### src/rtl/tk_pkg.sv
// Shared types for the pulse timekeeper.
package tk_pkg;
    // Outcome of a width measurement on one filtered line.
    typedef enum logic [1:0] {
        CLS_NONE = 2'd0,
        CLS_SPIN = 2'd1,
        CLS_PPS  = 2'd2
    } tk_class_e;
endpackage

### src/rtl/tk_glitch_filter.sv
// Two-flop synchroniser followed by a persistence filter.
// The output takes a new level only after the synchronised input has
// differed from it on FILT_LEN consecutive edges.
// Assumes FILT_LEN >= 2 and an asynchronous, active-high raw input.
module tk_glitch_filter #(
    parameter int FILT_LEN = 4
) (
    input  logic clk,
    input  logic rst_n,
    input  logic raw_i,
    output logic clean_o
);
    localparam int RW = (FILT_LEN > 2) ? $clog2(FILT_LEN) : 1;
    localparam logic [RW-1:0] RUN_LAST = RW'(FILT_LEN - 1);

    logic [1:0]    sync_q;
    logic [RW-1:0] run_q;

    // Bring the raw line into the clock domain.
    always_ff @(posedge clk) begin
        if (!rst_n) sync_q <= '0;
        else        sync_q <= {sync_q[0], raw_i};
    end

    // Count disagreeing samples and flip once enough have been seen.
    always_ff @(posedge clk) begin
        if (!rst_n) begin
            run_q   <= '0;
            clean_o <= 1'b0;
        end else if (sync_q[1] == clean_o) begin
            run_q <= '0;
        end else if (run_q == RUN_LAST) begin
            run_q   <= '0;
            clean_o <= sync_q[1];
        end else begin
            run_q <= run_q + 1'b1;
        end
    end

    // a new output level must have been present on the last two samples.
    p_filter_settled_r1: assert property (@(posedge clk) disable iff (!rst_n)
        (clean_o != $past(clean_o)) |-> ($past(sync_q[1]) == clean_o && $past(sync_q[1], 2) == clean_o))
        else $error("filter changed without a settled input");
endmodule

### src/rtl/tk_width_class.sv
// Measures the high time of a filtered line and classifies it at the
// falling edge: spin for SPIN_MIN..PPS_MIN-1 clocks, once-per-second for
// PPS_MIN or more, nothing otherwise. The result is valid for one cycle.
// Assumes SPIN_MIN < PPS_MIN.
module tk_width_class
    import tk_pkg::*;
#(
    parameter int SPIN_MIN = 64,
    parameter int PPS_MIN  = 1024
) (
    input  logic      clk,
    input  logic      rst_n,
    input  logic      level_i,
    output tk_class_e class_o
);
    localparam int WCW = $clog2(PPS_MIN + 1);
    localparam logic [WCW-1:0] SPIN_W = WCW'(SPIN_MIN);
    localparam logic [WCW-1:0] PPS_W  = WCW'(PPS_MIN);

    logic [WCW-1:0] width_q;

    // Count high clocks, saturating at the once-per-second threshold.
    always_ff @(posedge clk) begin
        if (!rst_n || !level_i) width_q <= '0;
        else if (width_q != PPS_W) width_q <= width_q + 1'b1;
    end

    // Decide the class in the first low cycle after a high stretch.
    always_comb begin
        class_o = CLS_NONE;
        if (!level_i && width_q != '0) begin
            if (width_q >= PPS_W)       class_o = CLS_PPS;
            else if (width_q >= SPIN_W) class_o = CLS_SPIN;
        end
    end

    // a verdict can only follow a high input and lasts one cycle.
    p_verdict_after_high_r2: assert property (@(posedge clk) disable iff (!rst_n)
        (class_o != CLS_NONE) |-> $past(level_i))
        else $error("class reported without a preceding high level");
    p_verdict_single_r2: assert property (@(posedge clk) disable iff (!rst_n)
        (class_o != CLS_NONE) |=> (class_o == CLS_NONE))
        else $error("class held for more than one cycle");
endmodule

### src/rtl/tk_timebase.sv
// Free-running counter with a periodic interrupt request (combinational,
// registered by the parent) and a registered buffer swap tick.
// Assumes IRQ_BITS and SWAP_BITS do not exceed CNT_W.
module tk_timebase #(
    parameter int CNT_W     = 24,
    parameter int IRQ_BITS  = 14,
    parameter int SWAP_BITS = 22
) (
    input  logic             clk,
    input  logic             rst_n,
    output logic [CNT_W-1:0] count_o,
    output logic             irq_due_o,
    output logic             swap_tick_o
);
    // Advance the timebase; wraps silently.
    always_ff @(posedge clk) begin
        if (!rst_n) count_o <= '0;
        else        count_o <= count_o + 1'b1;
    end

    // Swap tick follows the count that rolls the low field to zero.
    always_ff @(posedge clk) begin
        if (!rst_n) swap_tick_o <= 1'b0;
        else        swap_tick_o <= &count_o[SWAP_BITS-1:0];
    end

    assign irq_due_o = &count_o[IRQ_BITS-1:0];

    // the count steps by exactly one on every clock out of reset.
    p_count_step_r3: assert property (@(posedge clk) disable iff (!rst_n)
        $past(rst_n) |-> (count_o == $past(count_o) + 1'b1))
        else $error("timebase did not step by one");
    // a swap tick coincides with a zero low field.
    p_swap_aligned_r7: assert property (@(posedge clk) disable iff (!rst_n)
        swap_tick_o |-> (count_o[SWAP_BITS-1:0] == '0))
        else $error("swap tick off its boundary");
endmodule

### src/rtl/tk_watchdog.sv
// Issues a one-cycle reset pulse when 2^WD_BITS clocks pass without a
// kick strobe; restarts its window after each pulse or kick.
module tk_watchdog #(
    parameter int WD_BITS = 24
) (
    input  logic clk,
    input  logic rst_n,
    input  logic kick_i,
    output logic wd_reset_o
);
    logic [WD_BITS-1:0] idle_q;

    // Count idle clocks and fire at the end of the window.
    always_ff @(posedge clk) begin
        if (!rst_n || kick_i) begin
            idle_q     <= '0;
            wd_reset_o <= 1'b0;
        end else if (&idle_q) begin
            idle_q     <= '0;
            wd_reset_o <= 1'b1;
        end else begin
            idle_q     <= idle_q + 1'b1;
            wd_reset_o <= 1'b0;
        end
    end

    // a kick always suppresses the next cycle's reset pulse.
    p_kick_clears_r6: assert property (@(posedge clk) disable iff (!rst_n)
        kick_i |=> !wd_reset_o)
        else $error("watchdog fired right after a kick");
    // the reset is a single-cycle pulse.
    p_wd_single_r6: assert property (@(posedge clk) disable iff (!rst_n)
        wd_reset_o |=> !wd_reset_o)
        else $error("watchdog pulse too long");
endmodule

### src/rtl/pulse_timekeeper.sv
// Pulse timekeeper top: per-line filter and width classifier, timestamp
// capture by class, interrupt merge, watchdog and swap tick.
// Assumes pulses of one class on different lines rarely coincide; if they
// do, a single flag and stamp are produced for that cycle.
module pulse_timekeeper
    import tk_pkg::*;
#(
    parameter int NLINES    = 2,
    parameter int CNT_W     = 24,
    parameter int FILT_LEN  = 4,
    parameter int SPIN_MIN  = 64,
    parameter int PPS_MIN   = 1024,
    parameter int WD_BITS   = 24,
    parameter int IRQ_BITS  = 14,
    parameter int SWAP_BITS = 22
) (
    input  logic              clk,
    input  logic              rst_n,
    input  logic [NLINES-1:0] pulse_raw,
    input  logic              wd_kick,
    output logic [CNT_W-1:0]  time_now,
    output logic [CNT_W-1:0]  spin_stamp,
    output logic [CNT_W-1:0]  pps_stamp,
    output logic              spin_flag,
    output logic              pps_flag,
    output logic              irq,
    output logic              wd_reset,
    output logic              swap_tick
);
    logic [NLINES-1:0] clean;
    tk_class_e         line_cls [NLINES];
    logic              spin_hit, pps_hit, irq_due;

    for (genvar g = 0; g < NLINES; g++) begin : g_line
        tk_glitch_filter #(.FILT_LEN(FILT_LEN)) u_filt (
            .clk(clk), .rst_n(rst_n), .raw_i(pulse_raw[g]), .clean_o(clean[g])
        );
        tk_width_class #(.SPIN_MIN(SPIN_MIN), .PPS_MIN(PPS_MIN)) u_cls (
            .clk(clk), .rst_n(rst_n), .level_i(clean[g]), .class_o(line_cls[g])
        );
    end

    tk_timebase #(.CNT_W(CNT_W), .IRQ_BITS(IRQ_BITS), .SWAP_BITS(SWAP_BITS)) u_tb (
        .clk(clk), .rst_n(rst_n), .count_o(time_now),
        .irq_due_o(irq_due), .swap_tick_o(swap_tick)
    );

    tk_watchdog #(.WD_BITS(WD_BITS)) u_wd (
        .clk(clk), .rst_n(rst_n), .kick_i(wd_kick), .wd_reset_o(wd_reset)
    );

    // Merge the per-line verdicts into one hit per class.
    always_comb begin
        spin_hit = 1'b0;
        pps_hit  = 1'b0;
        for (int i = 0; i < NLINES; i++) begin
            spin_hit = spin_hit | (line_cls[i] == CLS_SPIN);
            pps_hit  = pps_hit  | (line_cls[i] == CLS_PPS);
        end
    end

    // Latch stamps and raise flags and the interrupt.
    always_ff @(posedge clk) begin
        if (!rst_n) begin
            spin_flag  <= 1'b0;
            pps_flag   <= 1'b0;
            irq        <= 1'b0;
            spin_stamp <= '0;
            pps_stamp  <= '0;
        end else begin
            spin_flag <= spin_hit;
            pps_flag  <= pps_hit;
            irq       <= spin_hit | pps_hit | irq_due;
            if (spin_hit) spin_stamp <= time_now;
            if (pps_hit)  pps_stamp  <= time_now;
        end
    end

    // stamps hold between events of their class.
    p_stamp_hold_r4: assert property (@(posedge clk) disable iff (!rst_n)
        !spin_hit |=> $stable(spin_stamp))
        else $error("spin stamp moved without an event");
    // a flagged stamp is the count one clock earlier.
    p_stamp_value_r4: assert property (@(posedge clk) disable iff (!rst_n)
        pps_flag |-> (pps_stamp == time_now - 1'b1))
        else $error("pps stamp does not match the timebase");
    // every event raises the interrupt.
    p_irq_on_event_r5: assert property (@(posedge clk) disable iff (!rst_n)
        (spin_flag || pps_flag) |-> irq)
        else $error("event without interrupt");
endmodule

### config.mk
export PLATFORM = sky130hd
export DESIGN_NAME = pulse_timekeeper
export DESIGN_NICKNAME = d
export VERILOG_FILES = /design/src/rtl/tk_pkg.sv /design/src/rtl/tk_glitch_filter.sv /design/src/rtl/tk_width_class.sv /design/src/rtl/tk_timebase.sv /design/src/rtl/tk_watchdog.sv /design/src/rtl/pulse_timekeeper.sv
export SDC_FILE = /design/constraint.sdc
export NUM_CORES = 1
export LEC_CHECK = 0
export ABC_CLOCK_PERIOD_IN_PS = 4800
export CAP_MARGIN = 10
export CORE_MARGIN = 2
export CORE_UTILIZATION = 58
export DETAILED_ROUTE_END_ITERATION = 16
export PLACE_DENSITY = 0.93
export SYNTH_ARGS = -nofsm -noshare
export SYNTH_HDL_FRONTEND = slang
export SYNTH_SLANG_ARGS = --single-unit
### constraint.sdc
create_clock -name clk -period 4.8 [get_ports clk]
set_clock_uncertainty 0.2 [all_clocks]
set_input_delay 1.44 -clock clk [delete_from_list [all_inputs] [get_ports clk]]
set_output_delay 1.44 -clock clk [all_outputs]
set_load 0.02 [all_outputs]
# Yosys cells after proc, flatten, opt, wreduce, memory -nomap -nowiden
# Index checks and enable logic that the tools add are counted.
# totals
regBits	133
inputBits	5
out_inout_bits	77
elab_cells	69
# classes
n_addsub	6
magnitude_cmp	4
eq_ne	10
mux	7
bitwise	7
n_reduce_logical	18
# ops
op	n
24-bit by 1-bit adder with 24-bit output, second input constant	2
24-bit AND reduction	1
11-bit by 1-bit adder with 11-bit output, second input constant	2
11-bit greater-or-equal comparator, second input constant	2
11-bit by 7-bit greater-or-equal comparator with 1-bit output, second input constant	2
11-bit inequality test, second input constant	2
22-bit AND reduction	1
11-bit nonzero test	2
14-bit AND reduction	1
2-bit equality test, second input constant	4
2-bit 2-to-1 mux	4
3-bit OR reduction	2
2-bit by 1-bit adder with 2-bit output, second input constant	2
2-bit by 1-bit equality test with 1-bit output, second input constant	2
1-bit OR	4
2-bit AND reduction	2
1-bit logical NOT	3
1-bit logical OR	3
1-bit 2-to-1 mux	3
1-bit NOT	3
1-bit equality test	2
1-bit logical AND	2
2-bit OR reduction	1

# Logic depth before layout (Yosys ltp)
# Gate-level depths: netlist (run 1).
# logic_depth
ltp_word	8
ltp_mapped	7
depth_no_buf	5

# By module
# A second synthesis (run 1) with hierarchy kept.
# unflattened
hier_cells	637
area_unflattened_um2	5921.9
# by_module_without_submodules
mod	n_inst	cells_per_inst	area_each_um2	seq_area_each_um2
pulse_timekeeper	1	231	2167.1	1021.0
tk_watchdog	1	128	1187.4	500.5
tk_width_class	2	64	556.8	220.2
tk_timebase	1	124	1111.1	500.5
tk_glitch_filter	2	13	171.4	100.1

# Least setup slack after synthesis (run 1)
# Ideal clock, no wire load.
# synth_timing
path_type	input to register
startpoint	input rst_n
endpoint	register u_wd.idle_q[10]
setup_ns	0.117
t_arrival_ns	2.563
required_time_ns	4.483
slack_ns	1.920
cell_stages	7
n_path_buf	4
cell_sequence	clkbuf_1 > nand2b_1 > clkbuf_1 > a31o_2 > clkbuf_1 > buf_2 > nor2_1
# synth_between
elab_chain_len	3
# synth_rtl
element	line	source
from (decl)	pulse_timekeeper.sv:18	input logic rst_n,
1-bit logical NOT	-	
1-bit logical OR	tk_watchdog.sv:15	if (!rst_n || kick_i) begin
2-bit OR reduction (no source line)	-	
to (signal assigned)	tk_watchdog.sv:22	idle_q <= idle_q + 1'b1;
to (decl)	tk_watchdog.sv:11	logic [WD_BITS-1:0] idle_q;
# Every way passes these cells.
# A chain may end at the register's enable or synchronous reset.

# Worst setup path after layout (run 1)
# layout_timing
startpoint	register u_tb.count_o[5]
endpoint	output time_now[5]
# layout_rtl
element	line	source
from (decl)	tk_timebase.sv:11	output logic [CNT_W-1:0] count_o,
from (signal assigned)	tk_timebase.sv:18	else count_o <= count_o + 1'b1;
to (decl)	pulse_timekeeper.sv:21	output logic [CNT_W-1:0] time_now,
# No word-level cell between the ends.

==> results of run 1 <==
[final cells by class]
type	count	area, sq um
clock buffers	19	442
clock inverters	12	151
fillers	488	2050
inverters	12	45.0
multi-input cells	418	2500
flip-flops and latches	133	2660
well taps	108	135
repair buffers	83	826
[synthesized netlist by cell type (9+ instances only)]
master    instances  area share [%]
clkbuf_1         24             1.7
or3_1            11             1.3
dfxtp_1         133              50
nand4_1          22             2.6
nor3_1            9            0.85
o21ai_0          10            0.94
nor4_1           11             1.3
xor2_1           20             3.3
nand2_1          78             5.5
mux2i_1          34             6.4
a21oi_1          36             3.4
nor2_1           82             5.8
inv_1            11            0.78
nand3_1          20             1.9
nand2b_1          9             1.1
xnor2_1          25             4.1
[stage by stage]
stage | hold slack (ns) | utilization (%) | power [mW]
global route | 0.260 | 76.7 | 2.51
CTS | 0.235 | 76.7 | 2.45
detailed placement | 0.226 | 70.0 | 1.18
floorplan | 0.206 | - | 1.16
global placement | 0.214 | 70.0 | 1.17
finish | 0.236 | 76.7 | 2.46
[worst min path at each step]
stage                                             to  slack (ns)  cells past startpoint
after floorplan            g_line[1].u_filt.run_q[0]        0.21                      1
after global placement     g_line[1].u_filt.run_q[0]        0.21                      1
after detailed placement   g_line[1].u_filt.run_q[0]        0.23                      1
after CTS                  g_line[1].u_filt.run_q[0]        0.23                      1
after global routing      g_line[1].u_filt.sync_q[1]        0.26                      1
final                      g_line[1].u_filt.run_q[0]        0.24                      1
[report_power, final]
part / internal, mW / leakage, nW / switching, mW
clock: 0.816 / 0.290 / 0.487
sequential: 1.11 / 1.07 / 0.00659
combinational: 0.0131 / 1.17 / 0.0253
[layout by cell type, fill, tap and decap left out, types with 3 or more instances in the layout]
cell type	instances
dfxtp_1	133
nor2_1	82
xnor2_1	25
clkinv_2	4
or3_1	11
and4_1	7
nand2b_1	9
nand4_1	22
bufinv_16	3
ha_1	8
and2_1	5
xor2_1	20
a21oi_1	36
nand3_1	20
and3_1	8
clkdlybuf4s50_1	81
nor3_1	9
mux2i_1	34
o21ai_0	10
clkbuf_8	3
inv_1	11
nor4_1	11
clkbuf_16	16
nand2_1	78
[logic make-up (layout without fill, tap and decap cells)]
| kind of cell | Yosys count | count (layout) | synth area share [%] |
|---|---|---|---|
| simple gates | 276 | 276 | 25.5 |
| xor+xnor | 45 | 45 | 7.42 |
| flops | 133 | 133 | 50.1 |
| mux | 34 | 34 | 6.41 |
| buf+inv | 41 | 126 | 3.01 |
| compound gates | 55 | 55 | 5.68 |
| fa+ha+maj | 8 | 8 | 1.88 |
[sequential cells by signal (all words and copies together), names as in the netlist]
name,count
spin_stamp,24
g_line.u_filt.run_q,4
u_tb.swap_tick_o,1
g_line.u_filt.sync_q,4
g_line.u_filt.clean_o,2
spin_flag,1
u_wd.wd_reset_o,1
irq,1
g_line.u_cls.width_q,22
pps_stamp,24
u_wd.idle_q,24
u_tb.count_o,24
pps_flag,1
[metal layers]
| metal | wire length [um] | track usage (%) |
|---|---|---|
| met1 | 5450 | 33.9 |
| met2 | 7290 | 51.4 |
| met3 | 1020 | 7.24 |
| met4 | 504 | 15.3 |
| met5 | 0 | 0 |
==> run metrics, run 1 <==
post-synthesis sequential area ratio 50.1%; Vias 4,797; final setup fails 0; Worst Setup End Kind output port; CTS Hold Buffers Added 0; Worst Reg2Reg Path Length in Cells 5; worst-margin pin slew 1.19 ns; H-tree lvl count 4; Mean Syn Cell Area 8.97 sq um; Worst Path Required 3.16 ns; GPL Wtd Cong 0.847; EDFF count, synth 0; Initial Utilization 60.3%; Pleak 2.53 nW; worst path buffer plus inverter count 1; antenna violations before repair 0; Post-Place Setup Slack 1.39 ns; asr flop ratio synth 0%; final worst slack 1.43 ns; final instance area 0.00676 sq mm; WS Path Type flop to output port; fmax 0.297 GHz; fin nets 678; stages on the worst setup path 1; final hold viol count 0; CTS sink count 133; CP peak stage delay 0.68 ns; Wirelength per Cell 18.2 um; hpwl dp 8230 um; post-synth net total 605; initial drt markers 380; Crit path arrival time 1.73 ns; final slew viol count 0; startpoint of the lowest-slack hold path g_line[1].u_filt.run_q[0]; Die Y 99.7 um; first-pass GRT wire length 23,200 um; Finished Layout Cells 785; Critical Path End time_now[5]; setup slack, reg-to-reg 2.37 ns; CTS Buf Count 17; period utilisation layout 70.2%; Worst-Skew Late Latency 0.53 ns; Cell Rows 34; RSZ-0062 raised after global routing no; placed cell area 0.00616 sq mm; largest net degree at the start of global routing 72; slew margin rel. 20.4%; Die X-Extent 99.7 um; max cap viols 0; Resize count post-CTS 0; Setup TNS Final 0 ns; diode count 0; Top delay family on crit path buffers and inverters; Core Box Area 0.00881 sq mm; Vias/cell 6.11; drc violations 0; total congestion overflow 0; prevailing post-synth register cell dfxtp_1; Synth cell types 42; share of layout cells above drive strength 1 6.06%; worst r2r src u_wd.idle_q[0]; Syn Std Cell Area 0.00531 sq mm; Pre-Repair DR Iteration Count 7; Post-Syn Instances 592; yosys warns 0; Worst R2R End u_wd.idle_q[20]; # IOs 82; Total GRT Usage 29.7%; fin crit period 3.37 ns; Hold Path Class flop to flop; worst-path cell chain clkdlybuf4s50_1; status finished clean; Area Overhead vs Synth 27.2%; pwr dens 364 mW/mm^2; startpoint type of the worst setup path flop; die area 0.00994 sq mm; number of global-route vias before repair 4,739; Critical Path Source u_tb.count_o[5]; Placed Cells 754; Max stage delay cell, worst path clkdlybuf4s50_1; post-CTS setup buffer count 0; CTS tree yes; crit-path max FO 8; maximum vdd drop 0.261 mV; Port Buf Inserts 81; Root Driver clkbuf_8; number of buffers on the longest clock path 2; Final ANT Viol Nets 0; Detailed Route WL 14,300 um; CTS clk-pin slew, worst paths 0.06 ns; Synth Register Bits 133
Note: power is estimated with default switching activity, not from simulation.
==> run 2, diff against run 1 <==
--- a/config.mk
+++ b/config.mk
@@ -5,12 +5,12 @@
 export SDC_FILE = /design/constraint.sdc
 export NUM_CORES = 1
 export LEC_CHECK = 0
-export ABC_CLOCK_PERIOD_IN_PS = 4800
+export ABC_CLOCK_PERIOD_IN_PS = 3300
 export CAP_MARGIN = 10
 export CORE_MARGIN = 2
-export CORE_UTILIZATION = 58
+export CORE_UTILIZATION = 53
 export DETAILED_ROUTE_END_ITERATION = 16
-export PLACE_DENSITY = 0.93
+export PLACE_DENSITY = 0.87
 export SYNTH_ARGS = -nofsm -noshare
 export SYNTH_HDL_FRONTEND = slang
 export SYNTH_SLANG_ARGS = --single-unit
==> constraint.sdc (replaced) <==
create_clock -name clk -period 3.3 [get_ports clk]
set_clock_uncertainty 0.2 [all_clocks]
set_input_delay 0.99 -clock clk [delete_from_list [all_inputs] [get_ports clk]]
set_output_delay 0.99 -clock clk [all_outputs]
set_load 0.02 [all_outputs]
==> run metrics, run 2 (synthesis gave the netlist of run 1 again) <==
# IOs 82 (unchanged); Die Y 104 um (was 99.7 um); die area 0.0108 sq mm (was 0.00994 sq mm); Initial Utilization 54.4% (was 60.3%); Pleak 2.53 nW (about the same); Worst-Skew Late Latency 0.52 ns (was 0.53 ns); Core Util, Final 69.7% (was 76.7%); maximum vdd drop 0.406 mV (was 0.261 mV); Worst Setup End Kind output port (unchanged); CTS Buf Count 17 (unchanged); total power 3.56 mW (was 2.46 mW); final hold slack 0.233 ns (was 0.236 ns); Hold Path Class flop to flop (unchanged); Final ANT Viol Nets 0 (unchanged); final instance area 0.00681 sq mm (was 0.00676 sq mm); met3 usage 5.64% (was 7.24%); drc violations 0 (unchanged); initial drt markers 282 (was 380); placed cell area 0.00622 sq mm (was 0.00616 sq mm); startpoint of the lowest-slack hold path g_line[1].u_filt.sync_q[0] (was g_line[1].u_filt.run_q[0]); worst-margin pin slew 1.17 ns (was 1.19 ns); fin crit period 2.91 ns; Max stage delay cell, worst path clkdlybuf4s50_1 (unchanged); Top delay family on crit path buffers and inverters (unchanged); worst r2r src u_wd.idle_q[0] (unchanged); Area Overhead vs Synth 28.2% (was 27.2%); startpoint type of the worst setup path flop (unchanged); worst path buffer plus inverter count 1 (unchanged); number of buffers on the longest clock path 2 (unchanged); Total GRT Usage 24.3% (was 29.7%); commonest non-fill, non-tap cell in the layout dfxtp_1 (unchanged); share of layout cells above drive strength 1 6.33% (was 6.06%); Port Buf Inserts 81 (unchanged); fin nets 679 (was 678); gr busiest metal met2 (unchanged); Worst R2R End u_wd.idle_q[22] (was u_wd.idle_q[20]); CTS sink count 133 (unchanged); post-CTS setup buffer count 0 (unchanged); CP peak stage delay 0.69 ns (was 0.68 ns); CTS Hold Buffers Added 0 (unchanged); Core Box Area 0.00977 sq mm (was 0.00881 sq mm); fmax 0.344 GHz; slew margin rel. 22.2% (was 20.4%); CTS tree yes (unchanged); diode count 0 (unchanged); RSZ-0062 raised after global routing no (unchanged); met2 usage 43.2% (was 51.4%); final slew viol count 0 (unchanged); final setup fails 0 (unchanged); crit-path max FO 10 (was 8); pwr dens 522 mW/mm^2 (was 364 mW/mm^2); number of global-route vias before repair 4,523 (was 4,739); Hold Path Depth 1 (unchanged); Worst Path Required 2.11 ns (was 3.16 ns); fill count 687 (was 488); Worst Reg2Reg Path Length in Cells 5 (unchanged); Setup TNS Final 0 ns (unchanged); antenna violations before repair 0 (unchanged); setup slack, reg-to-reg 0.93 ns (was 2.37 ns); Resize count post-CTS 0 (unchanged); worst-path cell chain clkdlybuf4s50_1 (unchanged); status finished clean (unchanged); Crit path arrival time 1.72 ns (was 1.73 ns); Pre-Repair DR Iteration Count 7 (unchanged); max cap viols 0 (unchanged); H-tree lvl count 4 (unchanged); period utilisation layout 88.2%; Wirelength per Cell 16.0 um (was 18.2 um); Detailed Route WL 13,000 um (was 14,300 um); Vias 4,573 (was 4,797); Hold EP g_line[1].u_filt.sync_q[1] (was g_line[1].u_filt.run_q[0]); Die X-Extent 104 um (was 99.7 um); total congestion overflow 0 (unchanged); largest net degree at the start of global routing 62 (was 72); Cell Rows 36 (was 34); commonest non-fill, non-tap cells in the layout dfxtp_1, nor2_1, clkdlybuf4s50_1, nand2_1, a21oi_1 (unchanged); WS Path Type flop to output port (unchanged); met1 usage 27.6% (was 33.9%); GPL Wtd Cong 0.822 (was 0.847); CTS clk-pin slew, worst paths 0.06 ns (about the same); first-pass GRT wire length 21,500 um (was 23,200 um); hpwl dp 8120 um (was 8230 um); Vias/cell 5.63 (was 6.11); Root Driver clkbuf_8 (unchanged); final hold viol count 0 (unchanged)
-- run 2: cell count changes in the layout (fill, tap and decap cells not counted) --
cell        delta
bufinv_16      -1
clkinvlp_4     +2
inv_6          +4
clkinv_2       -4
clkbuf_8       -1
buf_12         +1
inv_8          +2
clkinv_4       -1
-- run 2: worst max-delay path by stage --
| stage | startpoint | to | slack [ns] | depth (start not counted) |
|---|---|---|---|---|
| 2_1_floorplan | rst_n | u_wd.idle_q[10] | 0.87 | 7 |
| 3_3_place_gp | rst_n | g_line[0].u_cls.width_q[5] | 0.65 | 5 |
| 3_5_place_dp | rst_n | g_line[0].u_cls.width_q[4] | 0.54 | 5 |
| 4_1_cts | u_tb.count_o[8] | time_now[8] | 0.38 | 1 |
| 5_1_grt | u_tb.count_o[8] | time_now[8] | 0.31 | 1 |
| 6_report | u_tb.count_o[8] | time_now[8] | 0.39 | 1 |
-- run 2: cell type report --
class	count	area, sq um	area share [%]
Clock inverter	14	165	2.43
Timing Repair Buffer	84	846	12.4
Clock buffer	18	428	6.28
Sequential cell	133	2660	39.1
Tap cell	133	166	2.44
Multi-Input combinational cell	418	2500	36.7
Inverter	12	45.0	0.662
-- run 2: power breakdown --
| part | internal, mW | switching (mW) |
|---|---|---|
| Sequential | 1.61 | 0.00826 |
| Clock | 1.12 | 0.758 |
| Combinational | 0.0211 | 0.0363 |
-- run 2: per-stage QoR --
stage	setup WS, ns	instances
6_report	0.390	812
3_3_place_gp	0.646	780
4_1_cts	0.375	812
3_5_place_dp	0.541	780
5_1_grt	0.313	812
2_1_floorplan	0.870	592
-- run 2: routing by layer --
layer | vias up | part of all wire, %
met5 | - | 0
met4 | 0 | 2.4
met3 | 38 | 5.8
met2 | 181 | 52
met1 | 2174 | 40
li1 | 2180 | -
